==> config.mk <==
export PLATFORM = sky130hd
export DESIGN_NAME = dgc_node
export DESIGN_NICKNAME = d
export VERILOG_FILES = /design/src/rtl/dgc_pkg.sv /design/src/rtl/dgc_fsm.sv /design/src/rtl/dgc_burst_cnt.sv /design/src/rtl/dgc_grant_pass.sv /design/src/rtl/dgc_node.sv
export SDC_FILE = /design/constraint.sdc
export NUM_CORES = 1
export LEC_CHECK = 0
export ABC_AREA = 1
export BUFFER_PORTS_ARGS = -buffer_cell sky130_fd_sc_hd__buf_2
export CAP_MARGIN = 25
export CORE_AREA = 2 2 39 41
export CTS_CLUSTER_DIAMETER = 30
export DETAILED_ROUTE_END_ITERATION = 7
export DIE_AREA = 0 0 41 43
export PLACE_DENSITY = 0.57
export SLEW_MARGIN = 0
export SYNTH_ARGS = -nofsm -noshare
export SYNTH_HDL_FRONTEND = slang
export SYNTH_SLANG_ARGS = --single-unit
==> constraint.sdc <==
create_clock -name clk -period 1.25 [get_ports clk]
set_input_delay 0.0625 -clock clk [delete_from_list [all_inputs] [get_ports clk]]
set_output_delay 0.0625 -clock clk [all_outputs]
set_load 0.03 [all_outputs]
==> src/rtl/dgc_pkg.sv <==
// Package: shared state encoding for the daisy-chain requester.
package dgc_pkg;
    typedef enum logic [1:0] {
        ST_IDLE = 2'd0,
        ST_REQ  = 2'd1,
        ST_WAIT = 2'd2,
        ST_OWN  = 2'd3
    } dgc_state_e;
endpackage

==> src/rtl/dgc_fsm.sv <==
// Module: mastership state machine.
// Walks idle -> requesting -> waiting for bus quiet -> owning -> idle.
// Assumes loc_done is a one-cycle pulse and that bus inputs are synchronised.
module dgc_fsm
    import dgc_pkg::*;
(
    input  logic       clk,
    input  logic       rst_n,
    input  logic       init_n,
    input  logic       loc_req,
    input  logic       loc_done,
    input  logic       gnt_in_n,
    input  logic       sync_n,
    input  logic       rply_n,
    input  logic       burst_last,
    output dgc_state_e state_q
);
    dgc_state_e state_d;

    // Next-state selection from the current state and bus/client inputs.
    always_comb begin
        state_d = state_q;
        unique case (state_q)
            ST_IDLE: if (loc_req) state_d = ST_REQ;
            ST_REQ: begin
                if (!loc_req)       state_d = ST_IDLE;
                else if (!gnt_in_n) state_d = ST_WAIT;
            end
            ST_WAIT: if (sync_n && rply_n) state_d = ST_OWN;
            ST_OWN: begin
                if (!loc_req || (loc_done && burst_last)) state_d = ST_IDLE;
            end
            default: state_d = ST_IDLE;
        endcase
    end

    // State register with synchronous local and bus reset.
    always_ff @(posedge clk) begin
        if (!rst_n || !init_n) state_q <= ST_IDLE;
        else                   state_q <= state_d;
    end
endmodule

==> src/rtl/dgc_burst_cnt.sv <==
// Module: transfer counter for one mastership tenure.
// Counts step pulses, held at zero by clear; flags the final transfer.
// Assumes XFER_MAX >= 1.
module dgc_burst_cnt #(
    parameter int XFER_MAX = 4
) (
    input  logic clk,
    input  logic rst_n,
    input  logic clear,
    input  logic step,
    output logic last
);
    localparam int CNT_W = (XFER_MAX > 1) ? $clog2(XFER_MAX) : 1;
    localparam logic [CNT_W-1:0] LAST_VAL = CNT_W'(XFER_MAX - 1);

    logic [CNT_W-1:0] cnt_q;

    // Count completed transfers while the tenure lasts.
    always_ff @(posedge clk) begin
        if (!rst_n || clear) cnt_q <= '0;
        else if (step)       cnt_q <= cnt_q + 1'b1;
    end

    // Final-transfer flag for the state machine.
    assign last = (cnt_q == LAST_VAL);
endmodule

==> src/rtl/dgc_grant_pass.sv <==
// Module: grant-out gate of the daisy chain.
// Passes grant-in downstream combinationally only when this node does not
// want the bus; blocked entirely during either reset.
module dgc_grant_pass
    import dgc_pkg::*;
(
    input  logic       rst_n,
    input  logic       init_n,
    input  logic       loc_req,
    input  logic       gnt_in_n,
    input  dgc_state_e state_q,
    output logic       gnt_out_n
);
    logic pass_ok;

    // Decide whether this node is transparent to the grant.
    always_comb begin
        pass_ok = rst_n && init_n &&
                  ((state_q == ST_IDLE) || ((state_q == ST_REQ) && !loc_req));
    end

    // Drive the active-low grant onward.
    assign gnt_out_n = !(pass_ok && !gnt_in_n);
endmodule

==> src/rtl/dgc_node.sv <==
// Module: top of the DMA grant daisy-chain requester.
// Requests the bus, keeps or passes the chained grant, accepts mastership
// once sync and reply are both negated, releases after XFER_MAX transfers
// or when the client withdraws. Bus lines are active low.
module dgc_node
    import dgc_pkg::*;
#(
    parameter int XFER_MAX = 4
) (
    input  logic clk,
    input  logic rst_n,
    input  logic init_n,
    input  logic loc_req,
    input  logic loc_done,
    output logic loc_own,
    input  logic gnt_in_n,
    output logic gnt_out_n,
    output logic dmr_n,
    output logic sack_n,
    input  logic sync_n,
    input  logic rply_n
);
    dgc_state_e state_q;
    logic       burst_last;
    logic       owning;

    dgc_fsm u_fsm (
        .clk        (clk),
        .rst_n      (rst_n),
        .init_n     (init_n),
        .loc_req    (loc_req),
        .loc_done   (loc_done),
        .gnt_in_n   (gnt_in_n),
        .sync_n     (sync_n),
        .rply_n     (rply_n),
        .burst_last (burst_last),
        .state_q    (state_q)
    );

    dgc_burst_cnt #(.XFER_MAX(XFER_MAX)) u_cnt (
        .clk   (clk),
        .rst_n (rst_n),
        .clear (!owning),
        .step  (owning && loc_done),
        .last  (burst_last)
    );

    dgc_grant_pass u_pass (
        .rst_n     (rst_n),
        .init_n    (init_n),
        .loc_req   (loc_req),
        .gnt_in_n  (gnt_in_n),
        .state_q   (state_q),
        .gnt_out_n (gnt_out_n)
    );

    // Moore decode of bus and client outputs from the state.
    always_comb begin
        owning  = (state_q == ST_OWN);
        loc_own = owning;
        sack_n  = !owning;
        dmr_n   = !((state_q == ST_REQ) || (state_q == ST_WAIT));
    end
endmodule

==> flow_summary.yaml, run 1 <==
outcome:
  run_status: "finished, violations left"
  violations: "setup timing"
synth:
  yosysTopAreaCellShare_pct: 25.7
  avgSynthCellArea_sq_um: 6.92
  syn-num-nets: 58
  synth_cell_type_count: 14
  muxShareOfSynthArea_pct: 0
  synth_most_common_cell: "nand2_1"
  synth_top_family_by_area: "simple AND/OR/NAND/NOR gates"
  yosys.area_share.simple_pct: 33.3
  syn_inst: 45
  synth_common_cells: "nand2_1 (12), inv_1 (7), ha_1 (5), nor2_1 (5), dfxtp_1 (4)"
  synth_edf_count: 0
  ys_top_cells_by_area: "dfxtp_1 (26%), ha_1 (20%), nand2_1 (14%)"
  synth_xor_area_share_pct: 2.81
  ys_seq_area_share_pct: 25.7
  synth_fa_ha_area_share_pct: 20.1
  synth_compound_area_share_pct: 8.43
  synth_flop_cell: "dfxtp_1"
  synth_area_leader_cell: "dfxtp_1"
  yosysWarnings: 0
  async_flop_share_pct: 0
  yosys_register_bits: 4
  syn_area_sq_um: 312
floorplan:
  core_area_sq_mm: 0.00138
  rows: 14
  dieArea_sq_mm: 0.00176
  initial_core_util_pct: 22.5
  die_w_microns: 41
  io-pin-count: 12
  die_h_microns: 43
drt:
  firstDrtPassIters: 2
  wire_per_inst_microns: 8.67
  drt_iter0_drc: 1
  routed-via-count: 338
  remaining_drc_errors: 0
  ant_nets: 0
  routed_wl_microns: 711
  vias_per_cell: 4.12
critical_path:
  required_ns: 1.19
  slowest_delay_ns: 0.37
  end_kind: "primary output"
  crit_chain: "inv_4 -> ha_4 -> a21oi_2 -> or3_1 -> buf_6"
  cp_max_fo: 4
  critPathSlowestCell: "dfxtp_4"
  path_buf_inv: 2
  crit_family: "flip-flops"
  critPathKind: "reg2out"
  cp.arrival_ns: 1.30
  worstSetupStartpointType: "flop"
clock_tree:
  cts-root-buf: "clkbuf_4"
  htree_levels: 1
  postCtsHoldBufs: 0
  cts_tree: "done"
  clock_path_buffers: 2
  cts_buffers: 3
  clock_latency_ns: 0.23
  cts_sinks: 4
  path_clk_slew_ns: 0.04
global_routing:
  grt_pass1_wl_microns: 1170
  track_usage_pct: 9.95
  grt_max_degree: 6
  grt_overflow: 0
  antenna_found_initial: 0
  grt_pass1_vias: 327
pwr:
  power_density_mw_per_mm2: 723
  p_leak_nw: 0.252
  vdd_drop_max_v: 0.000331
timing:
  worst_pin_slew_ns: 0.191
  max-slew-margin-rel_pct: 87.2
  timing.final.crit_share_pct: 109
  tns_ns: -0.152
  drv_slew: 0
  worst_slack_ns: -0.109
  fin_skew_ns: 0.00160
  min_period_ns: 1.36
  hold_viol_final: 0
  setup_violations: 3
  fmax_ghz: 0.736
  rsz0062_at_grt: "yes"
final_layout:
  antenna_cells: 0
  nets: 81
  fillCellCount: 152
  drive_above_1_share_pct: 59.1
  syn2layout_area_growth_pct: 76.7
  utilization_pct: 39.8
  multi_input_area_sq_um: 255
  design_area_sq_um: 551
  seqCellArea_sq_um: 87.6
min_path:
  hold_class: "in2reg"
place:
  port_buffers: 11
  dpl_cell_area_sq_um: 423
  place.gp.congestion: 0.587
  preCtsSetupSlack_ns: -0.0335
  dpl.hpwl_microns: 535
run:
  cap_violations: 0
-- per-layer routing --
layer	share of wire (%)	vias up	global-route usage, %
met5	0	-	0
met4	0	0	8.00
met3	2.3	0	1.57
met2	56	4	15.3
met1	42	154	11.3
li1	-	180	-
-- power breakdown --
part	internal (mW)	switching (mW)	leakage, nW	total, mW
clock	0.107	0.0449	0.0138	0.152
combinational	0.0554	0.0548	0.204	0.110
sequential	0.129	0.00664	0.0339	0.136
-- worst paths after layout --
path / from / endpoint / slack (ns) / depth (start not counted)
hold / removal: loc_done / u_cnt.cnt_q[1] / 0.09 / 2
hold reg to reg: u_cnt.cnt_q[1] / u_cnt.cnt_q[1] / 0.52 / 2
setup reg to reg: u_fsm.state_q[0] / flop / -0.03 / 10
setup / recovery: u_fsm.state_q[0] / gnt_out_n / -0.11 / 5
-- through the flow --
stage	cells	hold WS, ns	power (mW)
after floorplan	45	0.161	0.187
after global placement	75	0.318	0.218
after detailed placement	75	0.316	0.220
after CTS	81	0.0776	0.392
after global routing	82	0.0995	0.428
final	82	0.0859	0.398
-- worst reg2reg max path, cell delays in order (launching register included) --
cell and delay [ns]:
dfxtp_4 0.37, buf_12 0.13, ha_4 0.16, nand2_2 0.07
inv_2 0.03, nand2_2 0.05, nand2_2 0.06, nor2_4 0.14
nand3_2 0.07, nand2_1 0.06, nor2_1 0.04
-- final cells by class --
class                   instances  share of cell area (%)
multi-input cells              33                    46.4
well taps                      16                    3.64
clock buffers                   3                    4.09
flip-flops and latches          4                    15.9
repair buffers                 18                    23.6
inverters                       8                    6.36
-- cells in the final DEF (no fill, tap or decap), types with 2 or more instances in the layout --
cell type,n
a21oi_2,2
buf_2,10
buf_4,5
buf_6,2
clkbuf_4,3
dfxtp_1,2
dfxtp_4,2
ha_1,2
ha_4,3
inv_1,4
inv_2,2
inv_4,2
nand2_1,9
nand2_2,5
nor2_1,5
-- repair_timing --
| item | 4_1_cts | 5_1_grt |
|---|---|---|
| gates resized for setup | 14 | 6 |
| setup buffers | 3 | 1 |
| pin swaps | 0 | 3 |
| setup endpoints to repair | 4 | 3 |
-- kinds of logic (layout without fill, tap and decap cells) --
kind of cell / Yosys count / in the layout
AO/OA/AOI/OAI: 4 / 4
XOR/XNOR: 1 / 1
adder cells (fa/ha/maj): 5 / 5
buffers and inverters: 8 / 29
flip-flops: 4 / 4
AND/OR/NAND/NOR: 23 / 23
(Power assumes the default switching activity.)
==> run 2: changes to the inputs <==
Settings changed: CELL_PAD_IN_SITES_DETAIL_PLACEMENT set to 2, CELL_PAD_IN_SITES_GLOBAL_PLACEMENT set to 2, CORE_AREA 2 2 39 41 to unset, CORE_MARGIN set to 2, CORE_UTILIZATION set to 20, DIE_AREA 0 0 41 43 to unset, PLACE_DENSITY 0.57 to 0.79.
==> flow_summary.yaml, run 2 (synthesized netlist as in run 1, its figures left out) <==
outcome:
  run_status: "finished, violations left"
  violations: "setup timing"
place:
  port_buffers: 11
  place.gp.congestion: 0.686
  dpl_cell_area_sq_um: 423
  preCtsSetupSlack_ns: -0.0625
  dpl.cell_count: 75
  dpl.hpwl_microns: 681
drt:
  firstDrtPassIters: 2
  remaining_drc_errors: 0
  routed_wl_microns: 1040
  drt_iter0_drc: 3
  ant_nets: 0
  routed-via-count: 357
  vias_per_cell: 4.41
  wire_per_inst_microns: 12.9
clock_tree:
  cts_tree: "done"
  cts-root-buf: "clkbuf_4"
  clock_path_buffers: 2
  postCtsHoldBufs: 0
  cts_buffers: 3
  htree_levels: 1
  clock_latency_ns: 0.23
  cts_sinks: 4
  path_clk_slew_ns: 0.04
global_routing:
  grt_pass1_vias: 408
  grt_pass1_wl_microns: 1790
  grt_max_degree: 5
  track_usage_pct: 12.9
  grt_overflow: 0
  antenna_found_initial: 0
critical_path:
  slowest_delay_ns: 0.35
  cp_max_fo: 3
  cp.arrival_ns: 1.31
  crit_chain: "inv_4 -> ha_4 -> a21oi_2 -> or3_1 -> buf_6"
  critPathSlowestCell: "dfxtp_4"
  end_kind: "primary output"
  worstSetupStartpointType: "flop"
  required_ns: 1.19
  critPathKind: "reg2out"
timing:
  rsz0062_at_grt: "yes"
  timing.final.crit_share_pct: 110
  min_period_ns: 1.37
  hold_viol_final: 0
  setup_violations: 3
  max-slew-margin-rel_pct: 88.3
  worst_pin_slew_ns: 0.174
  worst_slack_ns: -0.121
  tns_ns: -0.155
  fin_skew_ns: 0.00493
  drv_slew: 0
  fmax_ghz: 0.729
floorplan:
  core_area_sq_mm: 0.00149
  dieArea_sq_mm: 0.00189
  die_w_microns: 43.5
  io-pin-count: 12
  initial_core_util_pct: 20.9
  rows: 14
  die_h_microns: 43.5
final_layout:
  nets: 80
  syn2layout_area_growth_pct: 79.9
  drive_above_1_share_pct: 60.0
  final_common_cell: "nand2_1"
  layout_common_cells: "nand2_1 (9), buf_2 (8), nand2_2 (5), nor2_1 (5)"
  design_area_sq_um: 561
  antenna_cells: 0
  fin_cells: 81
run:
  cap_violations: 0
pwr:
  p_leak_nw: 0.252
  power_density_mw_per_mm2: 719
  pwr-share-clk_pct: 39.8
  p_int_uw: 286
  power_switching_uw: 117
  pwr-share-seq_pct: 33.7
  combPwrFrac_pct: 26.5
  sw_frac_of_total_pct: 29.0
  p_total_uw: 403
  vdd_drop_max_v: 0.000613
min_path:
  hold_class: "in2reg"
==> run 2: cell types whose count changed in the layout (fill, tap and decap cells not counted) <==
cell,before,now
clkinv_4,0,1
inv_1,4,3
buf_4,5,4
buf_2,10,8
buf_6,2,4
==> run 2: final timing paths <==
path / slack [ns] / end / depth (start not counted) / startpoint
hold reg to reg: 0.54 / u_cnt.cnt_q[1] / 2 / u_cnt.cnt_q[1]
setup reg to reg: -0.02 / u_fsm.state_q[0] / 10 / flop
hold / removal: 0.09 / u_cnt.cnt_q[1] / 2 / loc_done
setup / recovery: -0.12 / gnt_out_n / 5 / flop
==> run 2: area by class of cell <==
class                      count  area [sq um]
clock buffer                   3          22.5
fill                         171           928
inverter                       8          40.0
multi-input combinational     33           255
sequential                     4          87.6
tap                           16          20.0
timing repair buffer          17           135
==> run 2: stage by stage <==
stage               utilization [%]  hold WS, ns
global route                   37.6        0.108
finish                         37.6       0.0871
global placement               28.4        0.321
CTS                            34.4       0.0735
detailed placement             28.4        0.317
floorplan                         -        0.161
==> run 2: layer usage <==
| layer | share of wire (%) | global-route usage [%] | vias up |
|---|---|---|---|
| met5 | 0 | 0 | - |
| met4 | 0 | 1.82 | 0 |
| met3 | 1.6 | 3.75 | 0 |
| met2 | 56 | 23.3 | 5 |
| met1 | 43 | 15.4 | 171 |
| li1 | - | - | 181 |
==> run 2: critical path: cells and delay by family, from the launching register on <==
family,cells,cell delay [ns]
compound gates,1,0.03
simple gates,1,0.31
fa+ha+maj,1,0.15
flops,1,0.35
buf+inv,2,0.22
==> run 2: power groups by stage <==
stage               clock network (mW)  registers [mW]  logic (mW)
floorplan                            0           0.139      0.0483
global placement                     0           0.138      0.0812
detailed placement                   0           0.138      0.0828
CTS                              0.169           0.135      0.0924
global route                     0.179           0.136       0.118
finish                           0.160           0.136       0.107
==> run 2: what timing repair did <==
| action | 4_1_cts | 5_1_grt |
|---|---|---|
| setup endpoints to repair | 4 | 6 |
| resized for setup | 14 | 14 |
| pin swaps | 7 | 4 |
| setup buffers | 3 | 0 |
==> run 3: changes to the inputs <==
Settings changed: RECOVER_POWER set to 100.
==> flow_summary.yaml, run 3 (synthesized netlist as in run 1, its figures left out) <==
pwr:
  pwr-share-seq_pct: 33.7
  power_switching_uw: 117
  combPwrFrac_pct: 26.4
  power_density_mw_per_mm2: 723
  p_total_uw: 402
  vdd_drop_max_v: 0.000613
  sw_frac_of_total_pct: 29.0
  p_leak_nw: 0.253
  pwr-share-clk_pct: 39.8
  p_int_uw: 286
timing:
  drv_slew: 0
  worst_pin_slew_ns: 0.174
  fin_skew_ns: 0.00493
  max-slew-margin-rel_pct: 88.3
  fmax_ghz: 0.732
  worst_slack_ns: -0.116
  hold_viol_final: 0
  min_period_ns: 1.37
  timing.final.crit_share_pct: 109
  rsz0062_at_grt: "yes"
  setup_violations: 3
clock_tree:
  htree_levels: 1
  cts_buffers: 3
  path_clk_slew_ns: 0.04
  postCtsHoldBufs: 0
  cts-root-buf: "clkbuf_4"
  cts_sinks: 4
  cts_tree: "done"
  clock_path_buffers: 2
  clock_latency_ns: 0.23
drt:
  wire_per_inst_microns: 12.8
  ant_nets: 0
  routed-via-count: 359
  vias_per_cell: 4.43
  drt_iter0_drc: 3
  routed_wl_microns: 1040
  firstDrtPassIters: 2
  remaining_drc_errors: 0
final_layout:
  nets: 80
  antenna_cells: 0
  final_common_cell: "nand2_1"
  layout_common_cells: "nand2_1 (9), buf_2 (7), nand2_2 (5), nor2_1 (5), buf_4 (5)"
  drive_above_1_share_pct: 60.0
  syn2layout_area_growth_pct: 78.7
  design_area_sq_um: 557
outcome:
  run_status: "finished, violations left"
  violations: "setup timing"
global_routing:
  grt_overflow: 0
  grt_pass1_vias: 408
  grt_max_degree: 5
  track_usage_pct: 12.9
  grt_pass1_wl_microns: 1790
  antenna_found_initial: 0
place:
  dpl_cell_area_sq_um: 423
  preCtsSetupSlack_ns: -0.0625
  port_buffers: 11
  dpl.hpwl_microns: 681
  place.gp.congestion: 0.686
critical_path:
  required_ns: 1.19
  worstSetupStartpointType: "flop"
  cp.arrival_ns: 1.30
  critPathKind: "reg2out"
  end_kind: "primary output"
  cp_max_fo: 3
floorplan:
  core_area_sq_mm: 0.00149
  io-pin-count: 12
  dieArea_sq_mm: 0.00189
  die_h_microns: 43.5
  rows: 14
  die_w_microns: 43.5
  initial_core_util_pct: 20.9
min_path:
  hold_class: "in2reg"
run:
  cap_violations: 0
==> run 3: changes by cell type in the layout (fill, tap and decap cells not counted), sizes merged <==
cell and delta:
buf -1, clkbuf +1
==> run 3: layer usage <==
| layer | routed length, microns | vias up | global-route usage, % | share of wire [%] |
|---|---|---|---|---|
| met5 | 0 | - | 0 | 0 |
| met4 | 0 | 0 | 1.82 | 0 |
| met3 | 17 | 0 | 3.75 | 1.6 |
| met2 | 583 | 5 | 23.3 | 56 |
| met1 | 438 | 173 | 15.4 | 42 |
| li1 | - | 181 | - | - |
==> run 3: final cells by class <==
type / instances / area, sq um
Sequential cell: 4 / 87.6
Timing Repair Buffer: 17 / 131
Tap cell: 16 / 20.0
Inverter: 8 / 40.0
Multi-Input combinational cell: 33 / 255
Fill cell: 173 / 932
Clock buffer: 3 / 22.5
==> run 3: repair_timing <==
item / in CTS / in global routing
pin swaps: 7 / 4
gates resized for setup: 14 / 14
buffers inserted: 3 / 0
endpoints found under the setup margin: 4 / 6
==> run 3: worst paths after layout <==
path	startpoint	to	slack, ns	depth (start not counted)
setup reg to reg	flop	u_fsm.state_q[0]	-0.04	10
setup / recovery	flop	gnt_out_n	-0.12	5
hold reg to reg	u_cnt.cnt_q[1]	u_cnt.cnt_q[1]	0.54	2
hold / removal	loc_done	u_cnt.cnt_q[1]	0.09	2
==> run 3: power by group through the flow <==
| stage | sequential, mW | clock [mW] | combinational (mW) |
|---|---|---|---|
| after detailed placement | 0.138 | 0 | 0.0828 |
| final | 0.136 | 0.160 | 0.106 |
| after floorplan | 0.139 | 0 | 0.0483 |
| after global placement | 0.138 | 0 | 0.0812 |
| after CTS | 0.135 | 0.169 | 0.0924 |
| after global routing | 0.136 | 0.179 | 0.118 |
==> run 3: metrics by stage <==
stage	hold slack, ns	setup TNS (ns)	util, %	cells
global route	0.108	-0.453	37.4	81
global placement	0.321	-0.0980	28.4	75
detailed placement	0.317	-0.126	28.4	75
floorplan	0.161	0	-	45
finish	0.0871	-0.202	37.4	81
CTS	0.0735	-0.217	34.4	81
==> run 3: worst max-delay path, cell delays in order, from the launching register on <==
cell	delay (ns)
dfxtp_4	0.35
inv_4	0.07
ha_4	0.15
a21oi_2	0.03
or3_1	0.31
buf_6	0.15
